File: src/rtl/evs_pkg.sv
package evs_pkg;
  parameter int EVS_N_EVT      = 6;
  parameter int EVS_ST_W       = 5;
  parameter int EVS_AW         = 4;
  parameter int EVS_DW         = 32;
  parameter int EVS_CTRL_BASE  = 8;
  parameter int EVS_STATE_ADDR = 15;
endpackage

File: src/rtl/evs_cfg_regs.sv
module evs_cfg_regs #(
  parameter int N_EVT      = evs_pkg::EVS_N_EVT,
  parameter int ST_W       = evs_pkg::EVS_ST_W,
  parameter int AW         = evs_pkg::EVS_AW,
  parameter int DW         = evs_pkg::EVS_DW,
  parameter int CTRL_BASE  = evs_pkg::EVS_CTRL_BASE,
  parameter int STATE_ADDR = evs_pkg::EVS_STATE_ADDR,
  localparam int N_ST      = 1 << ST_W
) (
  input  logic                           clk,
  input  logic                           rst_n,
  input  logic                           wr_en,
  input  logic [AW-1:0]                  addr,
  input  logic [DW-1:0]                  wdata,
  output logic [N_EVT-1:0][N_ST-1:0]     mask_o,
  output logic [N_EVT-1:0][ST_W-1:0]     val_o,
  output logic [N_EVT-1:0]               ld_o,
  output logic                           st_wr_o,
  output logic [ST_W-1:0]                st_wdata_o
);
  for (genvar g = 0; g < N_EVT; g++) begin : g_evt
    logic            mask_we, ctrl_we;
    logic [N_ST-1:0] mask_q, mask_d;
    logic [ST_W-1:0] val_q, val_d;
    logic            ld_q, ld_d;

    always_comb begin
      mask_we = wr_en && (addr == AW'(g));
      ctrl_we = wr_en && (addr == AW'(CTRL_BASE + g));
      mask_d  = mask_we ? wdata[N_ST-1:0] : mask_q;
      val_d   = ctrl_we ? wdata[ST_W-1:0] : val_q;
      ld_d    = ctrl_we ? wdata[ST_W]     : ld_q;
    end

    always_ff @(posedge clk or negedge rst_n) begin
      if (!rst_n) begin
        mask_q <= '0;
        val_q  <= '0;
        ld_q   <= 1'b0;
      end else begin
        if (mask_we) mask_q <= mask_d;
        if (ctrl_we) begin
          val_q <= val_d;
          ld_q  <= ld_d;
        end
      end
    end

    assign mask_o[g] = mask_q;
    assign val_o[g]  = val_q;
    assign ld_o[g]   = ld_q;
  end

  assign st_wr_o    = wr_en && (addr == AW'(STATE_ADDR));
  assign st_wdata_o = wdata[ST_W-1:0];

  // without a write strobe no configuration changes
  p_cfg_hold_r10: assert property (@(posedge clk) disable iff (!rst_n)
    !wr_en |=> ($stable(mask_o) && $stable(val_o) && $stable(ld_o)));
endmodule

File: src/rtl/evs_evt_select.sv
module evs_evt_select #(
  parameter int N_EVT = evs_pkg::EVS_N_EVT,
  parameter int ST_W  = evs_pkg::EVS_ST_W,
  localparam int N_ST  = 1 << ST_W,
  localparam int IDX_W = (N_EVT > 1) ? $clog2(N_EVT) : 1
) (
  input  logic                       clk,
  input  logic                       rst_n,
  input  logic [ST_W-1:0]            state_i,
  input  logic [N_EVT-1:0][N_ST-1:0] mask_i,
  input  logic [N_EVT-1:0]           match_i,
  input  logic                       halt_i,
  output logic [N_EVT-1:0]           allow_o,
  output logic [N_EVT-1:0]           fired_o,
  output logic                       win_any_o,
  output logic [IDX_W-1:0]           win_idx_o
);
  for (genvar g = 0; g < N_EVT; g++) begin : g_allow
    assign allow_o[g] = mask_i[g][state_i];
  end

  always_comb begin
    fired_o   = match_i & allow_o & {N_EVT{~halt_i}};
    win_any_o = |fired_o;
    win_idx_o = '0;
    for (int i = 0; i < N_EVT; i++) begin
      if (fired_o[i]) win_idx_o = IDX_W'(i);
    end
  end

  // the chosen event has fired and no higher-numbered one has
  p_win_highest_r4: assert property (@(posedge clk) disable iff (!rst_n)
    win_any_o |-> ((fired_o >> win_idx_o) == N_EVT'(1)));
endmodule

File: src/rtl/evs_state_reg.sv
module evs_state_reg #(
  parameter int N_EVT = evs_pkg::EVS_N_EVT,
  parameter int ST_W  = evs_pkg::EVS_ST_W,
  localparam int IDX_W = (N_EVT > 1) ? $clog2(N_EVT) : 1
) (
  input  logic                       clk,
  input  logic                       rst_n,
  input  logic                       win_any_i,
  input  logic [IDX_W-1:0]           win_idx_i,
  input  logic [N_EVT-1:0][ST_W-1:0] val_i,
  input  logic [N_EVT-1:0]           ld_i,
  input  logic                       st_wr_i,
  input  logic [ST_W-1:0]            st_wdata_i,
  output logic [ST_W-1:0]            state_o
);
  logic [ST_W-1:0] state_q, state_d, sel_val;
  logic            sel_ld, state_en;

  always_comb begin
    sel_val  = val_i[win_idx_i];
    sel_ld   = ld_i[win_idx_i];
    state_en = st_wr_i || win_any_i;
    if (st_wr_i)        state_d = st_wdata_i;
    else if (win_any_i) state_d = sel_ld ? sel_val : ST_W'(state_q + sel_val);
    else                state_d = state_q;
  end

  always_ff @(posedge clk or negedge rst_n) begin
    if (!rst_n)        state_q <= '0;
    else if (state_en) state_q <= state_d;
  end

  assign state_o = state_q;

  // software write lands on the next edge
  p_sw_write_r9: assert property (@(posedge clk) disable iff (!rst_n)
    st_wr_i |=> (state_o == $past(st_wdata_i)));
  // nothing fired and no write keeps the state
  p_idle_hold_r8: assert property (@(posedge clk) disable iff (!rst_n)
    (!st_wr_i && !win_any_i) |=> $stable(state_o));
  // load replaces the state
  p_load_r5: assert property (@(posedge clk) disable iff (!rst_n)
    (!st_wr_i && win_any_i && sel_ld) |=> (state_o == $past(sel_val)));
  // add wraps modulo the state count
  p_add_r6: assert property (@(posedge clk) disable iff (!rst_n)
    (!st_wr_i && win_any_i && !sel_ld) |=> (state_o == ST_W'($past(state_o) + $past(sel_val))));
endmodule

File: src/rtl/evt_state_seq.sv
module evt_state_seq #(
  parameter int N_EVT = evs_pkg::EVS_N_EVT,
  parameter int ST_W  = evs_pkg::EVS_ST_W,
  parameter int AW    = evs_pkg::EVS_AW,
  parameter int DW    = evs_pkg::EVS_DW,
  localparam int N_ST  = 1 << ST_W,
  localparam int IDX_W = (N_EVT > 1) ? $clog2(N_EVT) : 1
) (
  input  logic             clk,
  input  logic             rst_n,
  input  logic             halt,
  input  logic [N_EVT-1:0] evt_match,
  input  logic             cfg_wr,
  input  logic [AW-1:0]    cfg_addr,
  input  logic [DW-1:0]    cfg_wdata,
  output logic [ST_W-1:0]  state,
  output logic [N_EVT-1:0] evt_allow,
  output logic [N_EVT-1:0] evt_fired
);
  logic [N_EVT-1:0][N_ST-1:0] mask;
  logic [N_EVT-1:0][ST_W-1:0] val;
  logic [N_EVT-1:0]           ld;
  logic                       st_wr, win_any;
  logic [ST_W-1:0]            st_wdata;
  logic [IDX_W-1:0]           win_idx;

  evs_cfg_regs #(.N_EVT(N_EVT), .ST_W(ST_W), .AW(AW), .DW(DW)) i_cfg (
    .clk(clk), .rst_n(rst_n), .wr_en(cfg_wr), .addr(cfg_addr), .wdata(cfg_wdata),
    .mask_o(mask), .val_o(val), .ld_o(ld), .st_wr_o(st_wr), .st_wdata_o(st_wdata)
  );

  evs_evt_select #(.N_EVT(N_EVT), .ST_W(ST_W)) i_sel (
    .clk(clk), .rst_n(rst_n), .state_i(state), .mask_i(mask), .match_i(evt_match),
    .halt_i(halt), .allow_o(evt_allow), .fired_o(evt_fired),
    .win_any_o(win_any), .win_idx_o(win_idx)
  );

  evs_state_reg #(.N_EVT(N_EVT), .ST_W(ST_W)) i_st (
    .clk(clk), .rst_n(rst_n), .win_any_i(win_any), .win_idx_i(win_idx),
    .val_i(val), .ld_i(ld), .st_wr_i(st_wr), .st_wdata_i(st_wdata), .state_o(state)
  );

  // halt silences every event at the ports
  p_halt_quiet_r8: assert property (@(posedge clk) disable iff (!rst_n)
    halt |-> (evt_fired == '0));
  // fired events are a subset of both matches and permitted events
  p_fired_subset_r3: assert property (@(posedge clk) disable iff (!rst_n)
    ((evt_fired & ~(evt_match & evt_allow)) == '0));
endmodule

File: config.mk
export PLATFORM = sky130hd
export DESIGN_NAME = evt_state_seq
export DESIGN_NICKNAME = d
export VERILOG_FILES = /design/src/rtl/evs_pkg.sv /design/src/rtl/evs_cfg_regs.sv /design/src/rtl/evs_evt_select.sv /design/src/rtl/evs_state_reg.sv /design/src/rtl/evt_state_seq.sv
export SDC_FILE = /design/constraint.sdc
export NUM_CORES = 1
export LEC_CHECK = 0
export BUFFER_PORTS_ARGS = -buffer_cell sky130_fd_sc_hd__clkbuf_2
export CORE_MARGIN = 1
export CORE_UTILIZATION = 66
export DETAILED_ROUTE_END_ITERATION = 8
export PLACE_DENSITY = 0.81
export SLEW_MARGIN = 10
export SYNTH_ARGS = -nofsm -noshare
export SYNTH_HDL_FRONTEND = slang
export SYNTH_SLANG_ARGS = --single-unit
File: constraint.sdc
create_clock -name clk -period 10 [get_ports clk]
set_clock_uncertainty 0.1 [all_clocks]
set_input_delay 2 -clock clk [delete_from_list [all_inputs] [get_ports clk]]
set_output_delay 2 -clock clk [all_outputs]
set_load 0.01 [all_outputs]
==> impl_metrics.py <==
metrics = {
    "hold_path": {
        "holdPathStages": 1,
        "hold_path.class": "register to register",
        "min-delay-start": "i_cfg.g_evt[0].val_q[4]",
    },
    "sta": {
        "relSlewSlack_pct": 21.2,
        "hold_ws_ns": 0.401,
        "period_minus_slack_ns": 6.19,
        "hold_viol_final": 0,
        "setup_viol": 0,
        "slew_violations": 0,
        "fmax_mhz": 161,
        "final.period_utilization_pct": 61.9,
        "worst_pin_slew_ns": 1.18,
        "grt_setup_unrepaired": "no",
        "finalSetupTns_ns": 0,
    },
    "power_and_ir_drop": {
        "vdd_drop_max_mv": 0.184,
        "p_leak_nw": 5.65,
        "p_total_w": 0.00363,
        "p_per_area_nw_per_um2": 295,
    },
    "clocking": {
        "cts.sinks": 233,
        "cts_resized": 0,
        "clk-insertion-delay-late_ns": 0.51,
        "cts_buffer_depth": 3,
        "cts_tree": "done",
        "htreeDepth": 1,
        "postCtsSetupRepairBufs": 0,
        "cts_buffers": 24,
        "clk_pin_slew_ns": 0.07,
        "cts_root_buf": "clkbuf_16",
        "postCtsHoldBufs": 0,
    },
    "yosys": {
        "synth-main-ff-cell": "dfrtp_1",
        "synth.net_count": 843,
        "syn_avg_cell_area_sq_um": 14.1,
        "yosysTopAreaCell": "dfrtp_1",
        "synth_area_leaders": "dfrtp_1 52%, mux2_2 23%, mux2i_1 7.7%",
        "syn_inst": 792,
        "synth_edf_count": 0,
        "synth_cell_types": 57,
        "synth_seq_cells": 233,
        "ys_seq_area_share_pct": 52.3,
        "synth_warnings": 0,
        "ys_async_sr_fraction_pct": 100,
        "syn-cell-area_sq_um": 11100,
        "post-synth-top-area-fraction_pct": 52.3,
    },
    "grt": {
        "use_met3_pct": 5.69,
        "grt_overflow": 0,
        "busiest_layer": "met2",
        "grt_use_met2_pct": 49.3,
        "antenna_found_initial": 0,
        "grt_pass1_wl_um": 41300,
        "grt_pass1_vias": 7214,
        "use_met1_pct": 44.4,
        "grt_max_degree": 145,
        "track_usage_pct": 31.2,
    },
    "final_layout": {
        "regArea_sq_um": 5830,
        "diodes": 0,
        "fin_nets": 890,
        "area_growth_pct": 10.3,
        "multiInputGateArea_sq_um": 4980,
        "drive_gt1_share_pct": 43.7,
        "fill_cells": 1074,
    },
    "placement": {
        "hpwl_um": 17100,
        "gp_congestion": 0.908,
        "port_buffers": 62,
    },
    "routing": {
        "drt_iter0_drc": 493,
        "vias": 6949,
        "vias_per_cell": 6.48,
        "avgRoutedWirePerCell_um": 24.2,
        "routed_wl_um": 26000,
        "antenna_left": 0,
        "drt_pass1_iterations": 7,
        "drc_errors": 0,
    },
    "outcome": {
        "status": "complete, no violations",
    },
    "floorplanning": {
        "die_h_um": 132,
        "io_pins": 63,
        "core_area_sq_um": 16500,
        "start_util_pct": 67.5,
        "dieArea_sq_um": 17400,
        "die_x_um": 132,
        "rows": 47,
    },
    "worst_setup_path": {
        "start_kind": "register",
        "cp.required_ns": 7.90,
        "critPathKind": "register to output pin",
        "end_kind": "output pin",
        "cp_max_fo": 53,
        "reg2reg_depth": 16,
        "cp-startpoint": "i_st.state_o[0]",
        "r2r_start": "i_st.state_o[0]",
        "cp.arrival_ns": 4.09,
        "r2r_setup_slack_ns": 4.23,
    },
    "flow_run": {
        "maxCapViolations": 0,
    },
}
-- where the power goes --
group	switching [W]	internal, W
clock	0.000352	0.000534
sequential	0.000196	0.00117
combinational	0.000735	0.000645
total	0.00128	0.00235
-- layer usage --
metal  vias to the layer above  part of all wire [%]
li1                       3038                     -
met1                      3664                    44
met2                       192                    48
met3                        55                   5.5
met4                         0                   3.1
met5                         -                     0
-- flip-flops by register name, indices dropped and copies added, names as in the netlist --
signal              flops
i_cfg.g_evt.mask_q    192
i_cfg.g_evt.val_q      30
i_cfg.g_evt.ld_q        6
i_st.state_o            5
-- worst max-delay path, stage by stage, from the launching register on --
cell and delay, ns:
dfrtp_4 0.87, buf_4 0.84, mux4_2 0.61, mux4_2 0.48
mux2_2 0.31, and3_1 0.24, clkbuf_2 0.14
-- cell usage in the layout (no fill, tap or decap), types with 4 or more instances in the layout --
cell type / instances
buf_4: 10
ha_1: 4
clkinv_2: 4
clkbuf_1: 4
a21oi_1: 23
mux2i_1: 86
nand3b_1: 10
a21o_1: 5
nor2_1: 17
mux2_2: 229
nand2_1: 7
clkbuf_2: 61
clkbuf_16: 25
nor4_4: 4
nand3_1: 5
mux4_2: 11
dfrtp_1: 232
clkbuf_8: 4
a22oi_1: 45
-- worst paths after layout --
path	end
worst min register to register	i_cfg.g_evt[0].val_q[4]
min in group asynchronous	i_cfg.g_evt[2].mask_q[15]
worst max-delay path	evt_fired[0]
worst max register to register	i_st.state_o[4]
max in group asynchronous	i_cfg.g_evt[1].mask_q[21]
worst min-delay path	i_cfg.g_evt[0].val_q[4]
-- stage by stage --
| step | util [%] | instance area, sq um | setup slack, ns | instances |
|---|---|---|---|---|
| global route | 74.4 | 12300 | 3.68 | 1073 |
| global placement | 69.7 | 11500 | 4.42 | 1033 |
| CTS | 74.4 | 12300 | 3.82 | 1073 |
| detailed placement | 69.7 | 11500 | 4.36 | 1033 |
| finish | 74.4 | 12300 | 3.81 | 1073 |
| floorplan | - | 11100 | 5.41 | 792 |
-- cells by family (layout without fill, tap and decap cells) --
family                     count (synthesis)  after routing  share of synthesized area [%]
muxes                                    326            326                           33.1
DFF                                      233            233                           52.3
AOI/OAI and AO/OA                         96             96                           6.24
and+or+nand+nor                           72             72                           4.36
buffers and inverters                     57            118                           3.15
adders and majority gates                  5              5                          0.629
xor gates and xnor gates                   3              3                          0.236
-- final cells by class --
type / instances / share of cell area, %
well taps: 220 / 2.24
clock buffers: 33 / 5.66
repair buffers: 72 / 3.21
multi-input cells: 502 / 40.5
flip-flops and latches: 233 / 47.4
inverters: 6 / 0.193
clock inverters: 7 / 0.732
-- cells in the mapped netlist, drive strengths merged, types with 3 or more instances --
| cell | count |
|---|---|
| nand2b | 3 |
| buf | 28 |
| a21o | 5 |
| nor4 | 8 |
| nor2b | 4 |
| nor2 | 18 |
| o41ai | 3 |
| dfrtp | 233 |
| nand3 | 6 |
| a21oi | 24 |
| clkbuf | 23 |
| mux4 | 11 |
| nand2 | 8 |
| a211oi | 3 |
| inv | 5 |
| a22oi | 47 |
| ha | 4 |
| nand3b | 10 |
| mux2 | 229 |
| mux2i | 86 |
| o31ai | 3 |
| or3 | 3 |
Power figures use the tool's default switching activity.
